$ cat src/rtl/led_lock_pkg.sv
// Package: shared defaults and a width helper for the LED lockout block.
// Assumes: the reload value fits in 32 bits.
package led_lock_pkg;
    localparam int DEF_NUM_CH   = 4;
    localparam int DEF_LOCKOUT  = 10_000_000;
    localparam int DEF_SYNC_STG = 2;

    // Bits needed to hold values 0..max_val.
    function automatic int cnt_width(input int max_val);
        return (max_val < 2) ? 1 : $clog2(max_val + 1);
    endfunction
endpackage

$ cat src/rtl/btn_sync.sv
// Module: btn_sync
// Multi-stage flop synchroniser for a vector of slow asynchronous levels.
// Assumes: each bit is independent and held far longer than one clock period;
// no bus coherence between bits is needed.
module btn_sync #(
    parameter int WIDTH  = 4,
    parameter int STAGES = 2
) (
    input  logic             clk,
    input  logic             rst_n,
    input  logic [WIDTH-1:0] din,
    output logic [WIDTH-1:0] dout
);
    logic [WIDTH-1:0] stg_q [STAGES];

    // Shift the raw levels through the flop chain; clear on reset.
    always_ff @(posedge clk) begin
        if (!rst_n) begin
            for (int k = 0; k < STAGES; k++) stg_q[k] <= '0;
        end else begin
            stg_q[0] <= din;
            for (int k = 1; k < STAGES; k++) stg_q[k] <= stg_q[k-1];
        end
    end

    assign dout = stg_q[STAGES-1];
endmodule

$ cat src/rtl/lock_channel.sv
// Module: lock_channel
// One button/LED pair: flips the stored LED bit on a press seen while idle,
// then ignores the button for LOCKOUT cycles using a down-counter.
// Assumes: press_i is already synchronous to clk.
module lock_channel
    import led_lock_pkg::*;
#(
    parameter int LOCKOUT = DEF_LOCKOUT
) (
    input  logic clk,
    input  logic rst_n,
    input  logic press_i,
    output logic led_q
);
    localparam int CNT_W = cnt_width(LOCKOUT);
    localparam logic [CNT_W-1:0] RELOAD = CNT_W'(LOCKOUT);

    logic [CNT_W-1:0] cnt_q;
    logic             idle;

    assign idle = (cnt_q == '0);

    // Toggle on an accepted press and load the lockout; otherwise count down.
    always_ff @(posedge clk) begin
        if (!rst_n) begin
            led_q <= 1'b0;
            cnt_q <= '0;
        end else if (press_i && idle) begin
            led_q <= ~led_q;
            cnt_q <= RELOAD;
        end else if (!idle) begin
            cnt_q <= cnt_q - CNT_W'(1);
        end
    end

    AST_LOCK_IGNORES: assert property (@(posedge clk) disable iff (!rst_n)
        !idle |=> $stable(led_q));
    AST_RELOAD_ON_TOGGLE: assert property (@(posedge clk) disable iff (!rst_n)
        (press_i && idle) |=> (cnt_q == RELOAD) && (led_q != $past(led_q)));
    AST_COUNT_STEP: assert property (@(posedge clk) disable iff (!rst_n)
        !idle |=> cnt_q == $past(cnt_q) - CNT_W'(1));
    AST_IDLE_QUIET: assert property (@(posedge clk) disable iff (!rst_n)
        (!press_i && idle) |=> $stable(led_q) && (cnt_q == '0));
endmodule

$ cat src/rtl/led_toggle_lock.sv
// Module: led_toggle_lock (top)
// NUM_CH independent button-to-LED toggle channels, each with its own lockout.
// Assumes: btn_i is asynchronous, active high; led_o drives pins and is never read.
module led_toggle_lock
    import led_lock_pkg::*;
#(
    parameter int NUM_CH         = DEF_NUM_CH,
    parameter int LOCKOUT_CYCLES = DEF_LOCKOUT,
    parameter int SYNC_STAGES    = DEF_SYNC_STG
) (
    input  logic              clk,
    input  logic              rst_n,
    input  logic [NUM_CH-1:0] btn_i,
    output logic [NUM_CH-1:0] led_o
);
    logic [NUM_CH-1:0] btn_s;
    logic [NUM_CH-1:0] led_state;

    btn_sync #(.WIDTH(NUM_CH), .STAGES(SYNC_STAGES)) u_sync (
        .clk  (clk),
        .rst_n(rst_n),
        .din  (btn_i),
        .dout (btn_s)
    );

    for (genvar i = 0; i < NUM_CH; i++) begin : g_ch
        lock_channel #(.LOCKOUT(LOCKOUT_CYCLES)) u_ch (
            .clk    (clk),
            .rst_n  (rst_n),
            .press_i(btn_s[i]),
            .led_q  (led_state[i])
        );
    end

    assign led_o = led_state;
endmodule

$ cat config.mk
export PLATFORM = sky130hd
export DESIGN_NAME = led_toggle_lock
export DESIGN_NICKNAME = d
export VERILOG_FILES = /design/src/rtl/led_lock_pkg.sv /design/src/rtl/btn_sync.sv /design/src/rtl/lock_channel.sv /design/src/rtl/led_toggle_lock.sv
export SDC_FILE = /design/constraint.sdc
export NUM_CORES = 1
export LEC_CHECK = 0
export BUFFER_PORTS_ARGS = -buffer_cell sky130_fd_sc_hd__buf_4
export CORE_ASPECT_RATIO = 1.5
export CORE_UTILIZATION = 63
export CTS_CLUSTER_DIAMETER = 100
export DETAILED_ROUTE_END_ITERATION = 8
export PLACE_DENSITY = 0.8
export SLEW_MARGIN = 20
export SYNTH_ARGS = -nofsm -noshare
export SYNTH_HDL_FRONTEND = slang
export SYNTH_HIERARCHICAL = 1
export SYNTH_SLANG_ARGS = --single-unit
$ cat constraint.sdc
create_clock -name clk -period 2.9 [get_ports clk]
set_clock_uncertainty 0.15 [all_clocks]
set_input_delay 0.145 -clock clk [delete_from_list [all_inputs] [get_ports clk]]
set_output_delay 0.145 -clock clk [all_outputs]
set_load 0.02 [all_outputs]
Yosys cells after proc, flatten, opt, wreduce, memory -nomap -nowiden
Memories as Yosys holds them, arrays and structs flattened.
Index checks and enable logic that the tools add are counted.

word-level totals
  register bits = 100
  bits in writable memories = 8
  input port bits = 6
  output and inout bits = 4
  word-level logic and storage cells = 52
  memories = 1

cells by class
  add/subtract/negate cells = 4
  equal/unequal tests = 4
  muxes and demuxes = 12
  bitwise logic cells = 7
  reduce and logical (&&, ||, !) cells = 12

memory list
  memory        depth  bits a word  rd ports  clocked after Yosys merged registers in  write ports  RTL line        RTL
  u_sync.stg_q  2      4            2         0                                        2            btn_sync.sv:14  logic [WIDTH-1:0] stg_q [STAGES];

operators by type and width
  operator                 number
  $mux W24                 8
  $logic_not A24 Y1        4
  $sub A24 B1 Y24 const B  4
  $mux W4                  2
  $ne A2 B2 Y1 const B     4
  $reduce_or A2 Y1         4
  $not A1 Y1               5
  $logic_and A1 B1 Y1      4
  $mux W1                  2
  $or A1 B1 Y1             2

Longest topological paths before layout
  depth in word-level cells = 3
  mapped depth = 8
  depth with buffers taken out = 7

Hierarchy
The synthesis kept the hierarchy.

modules (own cells, without submodules)
  module        times used  cells an instance  area an instance (sq um)
  lock_channel  4           144                1,291.2
  btn_sync      1           20                 240.2

Least setup slack after synthesis
OpenSTA, ideal clock, no wires.

  kind = register to register
  start = reg g_ch[0].u_ch.cnt_q[0]
  end = reg g_ch[0].u_ch.cnt_q[19]
  library setup time = 115 ps
  arrival time = 1,844 ps
  path slack = 791 ps
  stages on the path, launching flop included = 9
  path buffers = 1
  period minus slack after synthesis = 2,109 ps
  cell sequence = dfxtp_1 > inv_1 > ha_1 > nor3b_1 > nand4_2 > or2_0 > clkbuf_8 > a311o_1 > and3_1

on the way
  cells in the longest elaborated chain, start to end = 3
  elaborated cells on any way between the ends = 6
  those cells by class = add/sub: 1; eq/ne: 1; mux: 2; reduce/logical: 2

ends and longest elaborated chain
  item                                                         RTL line                                RTL
  start: declaration                                           lock_channel.sv:18                      logic [CNT_W-1:0] cnt_q;
  start signal: assignment                                     lock_channel.sv:32                      cnt_q <= cnt_q - CNT_W'(1);
  $sub A24 B1 Y24 / $logic_not A24 Y1 (equally long branches)  lock_channel.sv:32, lock_channel.sv:21
  $mux W24 / $logic_and A1 B1 Y1 (equally long branches)       lock_channel.sv:31, lock_channel.sv:28
  $mux W24 / $ne A2 B2 Y1 (equally long branches)              --

Several ways; a longest one is shown, not always the timed one. The select of a mux whose other input is x is not followed.
A chain may end at the register's enable or synchronous reset.

Worst setup path after layout
  start = reg g_ch[3].u_ch.cnt_q[7]
  end = reg g_ch[3].u_ch.cnt_q[19]

on the way
  cells in the longest elaborated chain, start to end = 3
  elaborated cells on any way between the ends = 6
  those cells by class = add/sub: 1; eq/ne: 1; mux: 2; reduce/logical: 2

ends and longest elaborated chain
  item                                                         RTL line
  start: declaration                                           lock_channel.sv:18
  start signal: assignment                                     lock_channel.sv:32
  $sub A24 B1 Y24 / $logic_not A24 Y1 (equally long branches)  lock_channel.sv:32, lock_channel.sv:21
  $mux W24 / $logic_and A1 B1 Y1 (equally long branches)       lock_channel.sv:31, lock_channel.sv:28
  $mux W24 / $ne A2 B2 Y1 (equally long branches)              --

Several ways; a longest one is shown, not always the timed one. The select of a mux whose other input is x is not followed.

==> summary.md <==
| Metric | Value |
|---|---|
| Status | finished, final reports clean |
| Die width | 77.6 µm |
| Top_reg_cell synth | dfxtp_1 |
| Overflow after GRT | 0 |
| Max Cap Viol | 0 |
| Global-route wire length before repair | 19.3 mm |
| Critical path launch point type | register |
| Clock Path Buffers | 2 |
| Antenna-violating nets left | 0 |
| # rows | 41 |
| Worst Setup Path Type | register to register |
| Vias in the first global route | 4355 |
| First-pass iteration count of the detailed router | 4 |
| Num ports | 10 |
| Syn avg cell area | 9.07 µm² |
| Port Buffers | 9 |
| GR Util All Layers | 0.269 |
| Initial DRC Count | 278 |
| Final WL | 11.3 mm |
| Gpl congestion | 0.878 |
| Initial antenna violation count | 0 |
| Max Fclk | 407 MHz |
| N_diodes | 0 |
| Dpl cells | 706 |
| CP max FO | 10 |
| Final period util | 0.848 |
| Die ar. | 8960 µm² |
| Total CTS buffers | 9 |
| Layout cell share with drive strength beyond 1 | 0.126 |
| Leak | 2.19 nW |
| Routed vias/inst | 6.15 |
| Reg-to-reg slack, setup | 0.44 ns |
| TritonCTS clock tree | yes |
| Die height | 115 µm |
| Max Slew Vio Count | 0 |
| Root buffer cell | clkbuf_16 |
| Dpl hpwl | 7.83 mm |
| Synth-to-layout area growth | 9.75% |
| Worst path required time | 3.00 ns |
| Commonest non-fill, non-tap cell in the layout | nor2_1 |
| Worst EP arrival | 2.55 ns |
| Drt drc | 0 |
| Worst-Margin Slew | 0.694 ns |
| Rel. slew slack | 0.536 |
| Core Area | 8360 µm² |
| Worst skew pair latency | 0.35 ns |
| Cell count after synthesis | 596 |
| Sequential share of the synthesized area | 0.400 |
| Post-DR wirelength/cell | 15.5 µm |
| Synth async-reset ratio | 0 |
| Worst VDD drop | 0.783 mV |
| Largest net degree at the start of global routing | 25 |
| Setup_tns | 0 ns |
| Cell area after synthesis | 5410 µm² |
| Via count | 4465 |
| H-tree Lvls | 3 |
| CP Capture Type | register |
| Post-CTS Resized | 0 |
| Most frequent cells in the layout | nor2_1, dfxtp_1, xor2_1, nor4_1, a211oi_1 |
| Starting density of the core | 0.646 |
| Netlist cell types | 42 |
| Min cycle time layout | 2.46 ns |
| RSZ-0062 raised after global routing | no |
| PD cells | 1400 nW/µm² |
| Nets@finish | 628 |
| Syn nets | 610 |
| Final Setup Violations | 0 |
| Hold WC Path Type | input port to register |
| Fin cells | 726 |
| Reg clk slew, reported paths | 0.07 ns |
| Post-CTS setup repair buffer count | 0 |
| EDFF count, synth | 0 |
| Syn. warnings | 6 |
| Post-CTS Hold Fix Bufs | 4 |
| # clock sinks | 108 |
| Register bit total from synthesis | 108 |
| Final hold vios | 0 |
==> stage by stage <==
| step | area, µm² | power, mW | hold WS, ns | utilization | setup slack [ns] |
|---|---|---|---|---|---|
| after floorplan | 5410 | 5.99 | 0.117 | - | 0.791 |
| after global placement | 5550 | 6.68 | 0.205 | 0.664 | 0.519 |
| after detailed placement | 5550 | 6.83 | 0.208 | 0.664 | 0.470 |
| after CTS | 5930 | 8.27 | 0.0180 | 0.709 | 0.481 |
| after global routing | 5930 | 8.93 | 0.0292 | 0.709 | 0.256 |
| final | 5930 | 8.28 | 0.0293 | 0.709 | 0.441 |
==> worst max-delay path, cell delays in order, from the launching register on <==
cell and delay, ns:
dfxtp_1 0.38, nor3_1 0.55, nand3_2 0.26, or2_0 0.47, a311o_1 0.39, and3_1 0.15
==> cells by family (layout without fill, tap and decap cells) <==
logic type / Yosys count / after routing / share of synthesized area
simple gates: 288 / 288 / 0.311
flops: 108 / 108 / 0.400
compound gates: 100 / 100 / 0.143
xor+xnor: 52 / 52 / 0.0843
buf+inv: 40 / 63 / 0.0435
fa+ha+maj: 8 / 8 / 0.0185
==> layout make-up <==
type	instances	area [µm²]
tap	107	134
timing repair buffer	27	213
sequential	108	2160
fill	643	2430
inverter	20	75.1
clock inverter	6	111
multi-input combinational	448	3010
clock buffer	10	229
==> sequential cells by signal, summed over array words and instances (netlist names) <==
name / flops
g_ch.u_ch/cnt_q: 96
u_sync/stg_q: 8
g_ch.u_ch/led_q: 4
==> where the power goes <==
| part | switching [mW] | total (mW) | internal, mW |
|---|---|---|---|
| sequential | 0.672 | 2.67 | 2.00 |
| clock | 0.544 | 1.39 | 0.846 |
| combinational | 2.45 | 4.22 | 1.77 |
| total | 3.66 | 8.28 | 4.62 |
==> cell usage after synthesis (8+ instances only) <==
cell type  number  area (µm²)
a211oi_2        8         100
nor3_1         20         100
nand3_1        16        80.1
clkbuf_1        8        30.0
xnor2_1        12         105
a211oi_1       24         180
nor2_1        112         420
nand2_1         8        30.0
inv_1          20        75.1
o211ai_1       16         120
and3_1          8        50.1
and4_1         12         105
a21oi_1        12        60.1
dfxtp_1       108        2160
o21ai_0         8        40.0
nand4_1        20         125
ha_1            8         100
and2_1         16         100
nor3b_1         8        60.1
nor4_1         24         150
a311oi_1        8        70.1
xor2_1         40         350
==> per-layer routing <==
layer  part of all wire  vias up  routed length (µm)  track usage
met5                  0        -                   0            0
met4              0.034        0                 380        0.165
met3              0.028       30                 318       0.0441
met2               0.51       84                5800        0.482
met1               0.42     2115                4770        0.296
li1                   -     2236                   -            -
==> final timing paths <==
kind / startpoint / to / cells past startpoint
worst max-delay path: g_ch[3].u_ch/cnt_q[7]$_SDFFE_PN0P_ / g_ch[3].u_ch/cnt_q[19]$_SDFFE_PN0P_ / 5
worst min-delay path: rst_n / g_ch[1].u_ch/cnt_q[23]$_SDFFE_PN0P_ / 2
worst max register to register: g_ch[3].u_ch/cnt_q[7]$_SDFFE_PN0P_ / g_ch[3].u_ch/cnt_q[19]$_SDFFE_PN0P_ / 5
worst min register to register: u_sync/stg_q[0][2]$_SDFF_PN0_ / u_sync/stg_q[0][6]$_SDFF_PN0_ / 1
Note: power is estimated with default switching activity, not from simulation.
